### src/rtl/bfx_pkg.sv
package bfx_pkg;
  localparam int MANT_W_DEF    = 14;
  localparam int EXP_W_DEF     = 4;
  localparam int MAX_SHIFT_DEF = 7;
  localparam int OUT_W_DEF     = 24;

  // Width of the linear value carried by the output word.
  function automatic int lin_width(input int mant_w, input int max_shift);
    return mant_w + max_shift;
  endfunction
endpackage

### src/rtl/bfx_exp_clamp.sv
module bfx_exp_clamp #(
  parameter int EXP_W     = 4,
  parameter int MAX_SHIFT = 7,
  parameter int SH_W      = 3
) (
  input  logic [EXP_W-1:0] exp_in,
  output logic [SH_W-1:0]  shamt
);
  localparam int EXP_CAP = (1 << EXP_W) - 1;

  generate
    if (EXP_CAP <= MAX_SHIFT) begin : g_no_clamp
      // Exponent field cannot exceed the limit.
      assign shamt = SH_W'(exp_in);
    end else begin : g_clamp
      assign shamt = (exp_in > EXP_W'(MAX_SHIFT)) ? SH_W'(MAX_SHIFT) : SH_W'(exp_in);
    end
  endgenerate
endmodule

### src/rtl/bfx_shift.sv
module bfx_shift #(
  parameter int MANT_W = 14,
  parameter int SH_W   = 3,
  parameter int OUT_W  = 24
) (
  input  logic [MANT_W-1:0] mant,
  input  logic [SH_W-1:0]   shamt,
  output logic [OUT_W-1:0]  lin
);
  logic [OUT_W-1:0] widened;

  // Replicate the sign so the shift keeps negative samples negative.
  assign widened = {{(OUT_W-MANT_W){mant[MANT_W-1]}}, mant};
  assign lin     = widened << shamt;
endmodule

### src/rtl/bfx_out_stage.sv
module bfx_out_stage #(
  parameter int W = 24
) (
  input  logic         clk,
  input  logic         rst_n,
  input  logic         in_valid,
  output logic         in_ready,
  input  logic [W-1:0] in_data,
  output logic         out_valid,
  input  logic         out_ready,
  output logic [W-1:0] out_data
);
  // Register is free when empty or drained on this edge.
  assign in_ready = !out_valid || out_ready;

  always_ff @(posedge clk) begin
    if (!rst_n)        out_valid <= 1'b0;
    else if (in_ready) out_valid <= in_valid;
  end

  always_ff @(posedge clk) begin
    if (in_valid && in_ready) out_data <= in_data;
  end
endmodule

### src/rtl/bfx_expander.sv
module bfx_expander #(
  parameter int MANT_W    = bfx_pkg::MANT_W_DEF,
  parameter int EXP_W     = bfx_pkg::EXP_W_DEF,
  parameter int MAX_SHIFT = bfx_pkg::MAX_SHIFT_DEF,
  parameter int OUT_W     = bfx_pkg::OUT_W_DEF
) (
  input  logic              clk,
  input  logic              rst_n,
  input  logic              in_valid,
  output logic              in_ready,
  input  logic [MANT_W-1:0] in_mant,
  input  logic [EXP_W-1:0]  in_exp,
  output logic              out_valid,
  input  logic              out_ready,
  output logic [OUT_W-1:0]  out_data
);
  localparam int LIN_W = bfx_pkg::lin_width(MANT_W, MAX_SHIFT);
  localparam int SH_W  = (MAX_SHIFT < 1) ? 1 : $clog2(MAX_SHIFT + 1);

  generate
    if (OUT_W < LIN_W) begin : g_width_check
      $error("output word narrower than the linear range");
    end
  endgenerate

  logic [SH_W-1:0]  shamt;
  logic [OUT_W-1:0] lin_value;

  bfx_exp_clamp #(.EXP_W(EXP_W), .MAX_SHIFT(MAX_SHIFT), .SH_W(SH_W)) u_clamp (
    .exp_in (in_exp),
    .shamt  (shamt)
  );

  bfx_shift #(.MANT_W(MANT_W), .SH_W(SH_W), .OUT_W(OUT_W)) u_shift (
    .mant  (in_mant),
    .shamt (shamt),
    .lin   (lin_value)
  );

  bfx_out_stage #(.W(OUT_W)) u_stage (
    .clk       (clk),
    .rst_n     (rst_n),
    .in_valid  (in_valid),
    .in_ready  (in_ready),
    .in_data   (lin_value),
    .out_valid (out_valid),
    .out_ready (out_ready),
    .out_data  (out_data)
  );
endmodule

### config.mk
export PLATFORM = sky130hd
export DESIGN_NAME = bfx_expander
export DESIGN_NICKNAME = d
export VERILOG_FILES = /design/src/rtl/bfx_pkg.sv /design/src/rtl/bfx_exp_clamp.sv /design/src/rtl/bfx_shift.sv /design/src/rtl/bfx_out_stage.sv /design/src/rtl/bfx_expander.sv
export SDC_FILE = /design/constraint.sdc
export NUM_CORES = 1
export LEC_CHECK = 0
export BUFFER_PORTS_ARGS = -buffer_cell sky130_fd_sc_hd__clkbuf_2
export CORE_AREA = 2 2 55 57
export DETAILED_ROUTE_END_ITERATION = 7
export DIE_AREA = 0 0 57 59
export PLACE_DENSITY = 0.86
export SETUP_SLACK_MARGIN = 0.05
export SYNTH_ARGS = -nofsm -noshare
export SYNTH_HDL_FRONTEND = slang
export SYNTH_SLANG_ARGS = --single-unit
### constraint.sdc
create_clock -name clk -period 2.5 [get_ports clk]
set_clock_uncertainty 0.1 [all_clocks]
set_input_delay 0.5 -clock clk [delete_from_list [all_inputs] [get_ports clk]]
set_output_delay 0.5 -clock clk [all_outputs]
set_load 0.1 [all_outputs]
### Yosys cells after proc, flatten, opt, wreduce, memory -nomap -nowiden

Index checks and enable logic that the tools add are counted.

* input bits: 22
* logic and storage cells: 8
* output and inout bits: 26
* register bits after elaboration: 25

* reduce and logical (&&, ||, !) cells: 3
* shift-type cells: 1
* mux-type cells: 1
* magnitude comparators: 1

Operator list (number)
* $shl 24x3->24: 1
* $gt 4x3->1 const B: 1
* $mux 3: 1
* $logic_and 1x1->1: 1
* $logic_not 1->1: 1
* $logic_or 1x1->1: 1

### Logic depth before layout (Yosys ltp)

* depth after elaboration: 3
* mapped depth: 6
* gate-level depth less buffers: 4

### Modules after synthesis

Synthesis repeated with hierarchy kept, for this count alone.

* cells, all modules: 120
* area, all modules: 1555.2 µm²

By module, submodules not included
* bfx_out_stage: times used 1, seq. area each 740.7 µm², cells an instance 29, area each 778.2 µm²
* bfx_shift: times used 1, seq. area each 0.0 µm², cells an instance 88, area each 758.2 µm²
* bfx_exp_clamp: times used 1, seq. area each 0.0 µm², cells an instance 3, area each 18.8 µm²

### Least setup slack after synthesis

OpenSTA, ideal clock, no wires.

* path kind: flip-flop to flip-flop
* start: reg u_stage.out_valid
* end: reg u_stage.out_data[0] (enable)
* required time: 2.054 ns
* library setup time: 0.346 ns
* setup slack: -0.376 ns
* arrival time: 2.430 ns
* period minus slack after synthesis: 2.876 ns
* cell stages (with the launch flop): 3
* path buffers: 0
* path through: dfxtp_1 nand2b_1 and2_1

* word-level cells in the longest chain between the ends: 3

RTL lines
* start: declaration: line bfx_out_stage.sv:9 `output logic out_valid,`
* start signal: assignment: line bfx_out_stage.sv:18 `else if (in_ready) out_valid <= in_valid;`
* $logic_not 1->1: line bfx_out_stage.sv:14 `assign in_ready = !out_valid || out_ready;`
* $logic_or 1x1->1: line bfx_out_stage.sv:14
* via in_ready: line bfx_expander.sv:10 `output logic in_ready,`
* $logic_and 1x1->1: line bfx_out_stage.sv:22 `if (in_valid && in_ready) out_data <= in_data;`
* end signal: assignment: line bfx_out_stage.sv:22
* end: declaration: line bfx_out_stage.sv:11 `output logic [W-1:0] out_data`

The timed path passes the listed nets, and every way through them passes these cells.
A chain may end at the register's enable or synchronous reset.

### Worst setup path in the final report

* start: in in_exp[3]
* end: reg u_stage.out_data[14], data pin

* word-level cells in the longest chain between the ends: 3

RTL lines
* start: declaration: line bfx_expander.sv:12 `input logic [EXP_W-1:0] in_exp,`
* $gt 4x3->1: line bfx_exp_clamp.sv:16 `assign shamt = (exp_in > EXP_W'(MAX_SHIFT)) ? SH_W'(MAX_SHIFT) : SH_W'(exp_in);`
* $mux 3: line bfx_exp_clamp.sv:16
* $shl 24x3->24: line bfx_shift.sv:14 `assign lin = widened << shamt;`
* via lin_value[14]: line bfx_expander.sv:27 `logic [OUT_W-1:0] lin_value;`

The timed path passes the listed nets, and every way through them passes these cells.

==> results by group <==
Timing
  – RSZ-0062 raised after global routing: false
  – Period minus WS final: about 1.9 ns
  – Final Max Tran Viols: 0
  – Worst slew margin: 0.6044
  – Setup-failing EPs final: 0
  – Slew @ Worst Pin: between 0.5 and 0.6 ns
  – Final Hold Viols: 0
  – Final Cycle Share: 0.7568
  – TNS Setup: 0 ns
  – Max frequency: 528.5 MHz

Detailed routing
  – Top layer reached by signal wires: met4
  – Vias: 1085
  – WL/cell: approximately 16 um
  – ANT nets after route: 0
  – DR iter-0 viols: 26
  – Detail Route met2 WL: 1373 um
  – WL met3: between 200 and 300 um
  – Drt via density: 6.028
  – Wl on met1: approximately 1200 um
  – DR pass1 iterations: 5
  – WL final: around 2900 um
  – # DRC: 0

Yosys
  – Post-synthesis sequential area ratio: 0.4986
  – Synthesized area: ~1300 um^2
  – Xor and xnor area share after synthesis: 0
  – Yosys cell types: 36
  – Largest family of logic cells by synthesized area: compound AO/OA/AOI/OAI gates
  – Post-synth EDFFs: 21
  – Post-synthesis mux area share: 0.1774
  – Synth Flop Type: edfxtp_1
  – Compound-cell area share of the yosys netlist: 0.1783
  – Mapped Nets: ~130
  – Syn Area/Cell: 12.55 um^2
  – Cell count after synthesis: 104
  – Leading area contributor after synthesis: edfxtp_1
  – Ys Warns: 0
  – Adder-Cell Fraction of Synth Area: 0
  – Synth top area cells: edfxtp_1 48%, mux2i_1 8.4%, mux2_2 6.0%
  – Flops & latches, synth: 22
  – Async SR Flop Fraction: 0
  – Yosys top cell area share: 0.4832
  – Post-Synth Simple-Gate Area: 0.09108

Die
  – Die Span Y: slightly below 60 um
  – Row count: 19
  – Core footprint: 2710 um^2
  – Die width: 57 um
  – Initial Utilization: 0.4815
  – IO Pins: 48
  – Total Die Area: 3363 um^2

Setup path
  – FF-to-FF setup slack: between 1 and 1.5 ns
  – CP arrival: ~1.9 ns
  – Worst Setup End Kind: register
  – Setup CP Type: input port to register
  – CP Launch Type: input port
  – CP required: between 2 and 2.5 ns
  – Worst-path fanout max: 16

Clocking
  – Post-CTS sizing: 0
  – Num CTS Buffers: 3
  – Clk buf depth: 2
  – Skew-Pair Late Insertion Delay: 0.31 ns
  – CTS root buf: clkbuf_4
  – Worst-path clk slew: 0.11 ns
  – H-tree depth: 1
  – CTS tree: built
  – Clock Sink Count: 22
  – Postcts setup bufs: 0
  – Hold Buf Count CTS: 0

Place
  – Detailed Place HPWL: between 2000 and 2500 um
  – Final Wtd Congestion: just over 0.9
  – Cells after DPL: around 180
  – PortBufs: 47

Final layout
  – Filler cell count: 243
  – Most common cell after layout, fill and taps aside: clkbuf_2
  – Final std cells w/o fill: 180
  – Multi-input logic area: 585.6 um^2
  – Most frequent cells in the layout: 47 x clkbuf_2, 21 x edfxtp_1, 11 x mux2i_1
  – Area Growth Syn to Fin: 21.28%
  – Nets: about 170
  – Fraction of layout cells with a size suffix above 1: 0.4497
  – Diodes inserted: 0
  – Final core occ: 0.5840
  – Reg area: 651.9 um^2

GRT
  – Number of global-route vias before repair: 940
  – Largest net degree at the start of global routing: 22
  – First-pass GRT wire length: around 4500 um
  – Antenna violations before repair: 0
  – Grt total ovfl: 0
  – GRT Overall Usage: 0.1792

Worst hold path
  – HP Class: input port to register

Status
  – Status: finished, final reports clean

Flow run
  – Max-cap viol count: 0

Pwr
  – Power Dens Cells: around 720 nW/um^2
  – Leakage: 0.6363 nW
  – Worst VDD drop: between 0.0005 and 0.0006 V
final cells by class:
| type | count | share of cell area |
|---|---|---|
| tap | 31 | 0.02451 |
| multi-input combinational | 73 | 0.3700 |
| timing repair buffer | 49 | 0.1581 |
| inverter | 1 | 0.002372 |
| clock buffer | 3 | 0.01423 |
| clock inverter | 1 | 0.01897 |
| sequential | 22 | 0.4119 |
stage by stage:
stage	worst slack [ns]	hold slack (ns)	total power (W)	area, um^2
4_1_cts	0.6197	0.2986	0.001134	1583
2_1_floorplan	0.3969	0.4989	0.0007997	1309
3_3_place_gp	0.3944	0.3844	0.0008575	1530
3_5_place_dp	0.2922	0.3945	0.0008662	1530
6_report	0.6080	0.2964	0.001133	1583
5_1_grt	0.5188	0.3022	0.001171	1583
state kept, by name (all words and copies together) (netlist names):
register,count
u_stage.out_data,21
u_stage.out_valid,1
metal layers:
layer	track usage	up-vias
li1	-	512
met5	0	-
met4	0.1063	0
met3	0.02838	9
met2	0.2923	77
met1	0.2266	487
worst paths after layout:
path	startpoint	to	depth (start not counted)
setup / recovery	in_exp[3]	u_stage.out_data[14]$_DFFE_PP_	5
hold / removal	rst_n	u_stage.out_valid$_SDFFE_PN0P_	2
hold reg to reg	u_stage.out_valid$_SDFFE_PN0P_	u_stage.out_valid$_SDFFE_PN0P_	2
setup reg to reg	u_stage.out_valid$_SDFFE_PN0P_	u_stage.out_data[22]$_DFFE_PP_	3
kinds of logic after synthesis:
group | Yosys count
AO/OA/AOI/OAI | 30
buffers and inverters | 9
flip-flops | 22
multiplexers | 21
AND/OR/NAND/NOR | 22
worst max-delay path, stage by stage:
cell      delay (ns)
clkbuf_2        0.21
nor2_8          0.36
mux2i_1         0.40
a21oi_1         0.13
a221o_1         0.27
synth_stat cells (2+ instances only):
library cell / n
buf_4: 3
a21oi_1: 5
o22ai_1: 4
a211oi_1: 3
and2_1: 2
mux2_2: 7
nand2_1: 4
mux2i_1: 11
a221o_1: 2
mux2i_2: 2
o221ai_1: 4
o21ai_0: 2
nand2b_1: 2
nor2_1: 9
a221oi_1: 2
edfxtp_1: 21
buf_2: 2
power breakdown:
group	switching (W)	leakage [nW]	internal [W]
clock	0.000112	0.0279	0.000162
combinational	0.000327	0.395	0.0000817
sequential	0.00000810	0.213	0.000441
total	0.000448	0.636	0.000685
No activity file was read; power rests on OpenSTA's default activity.
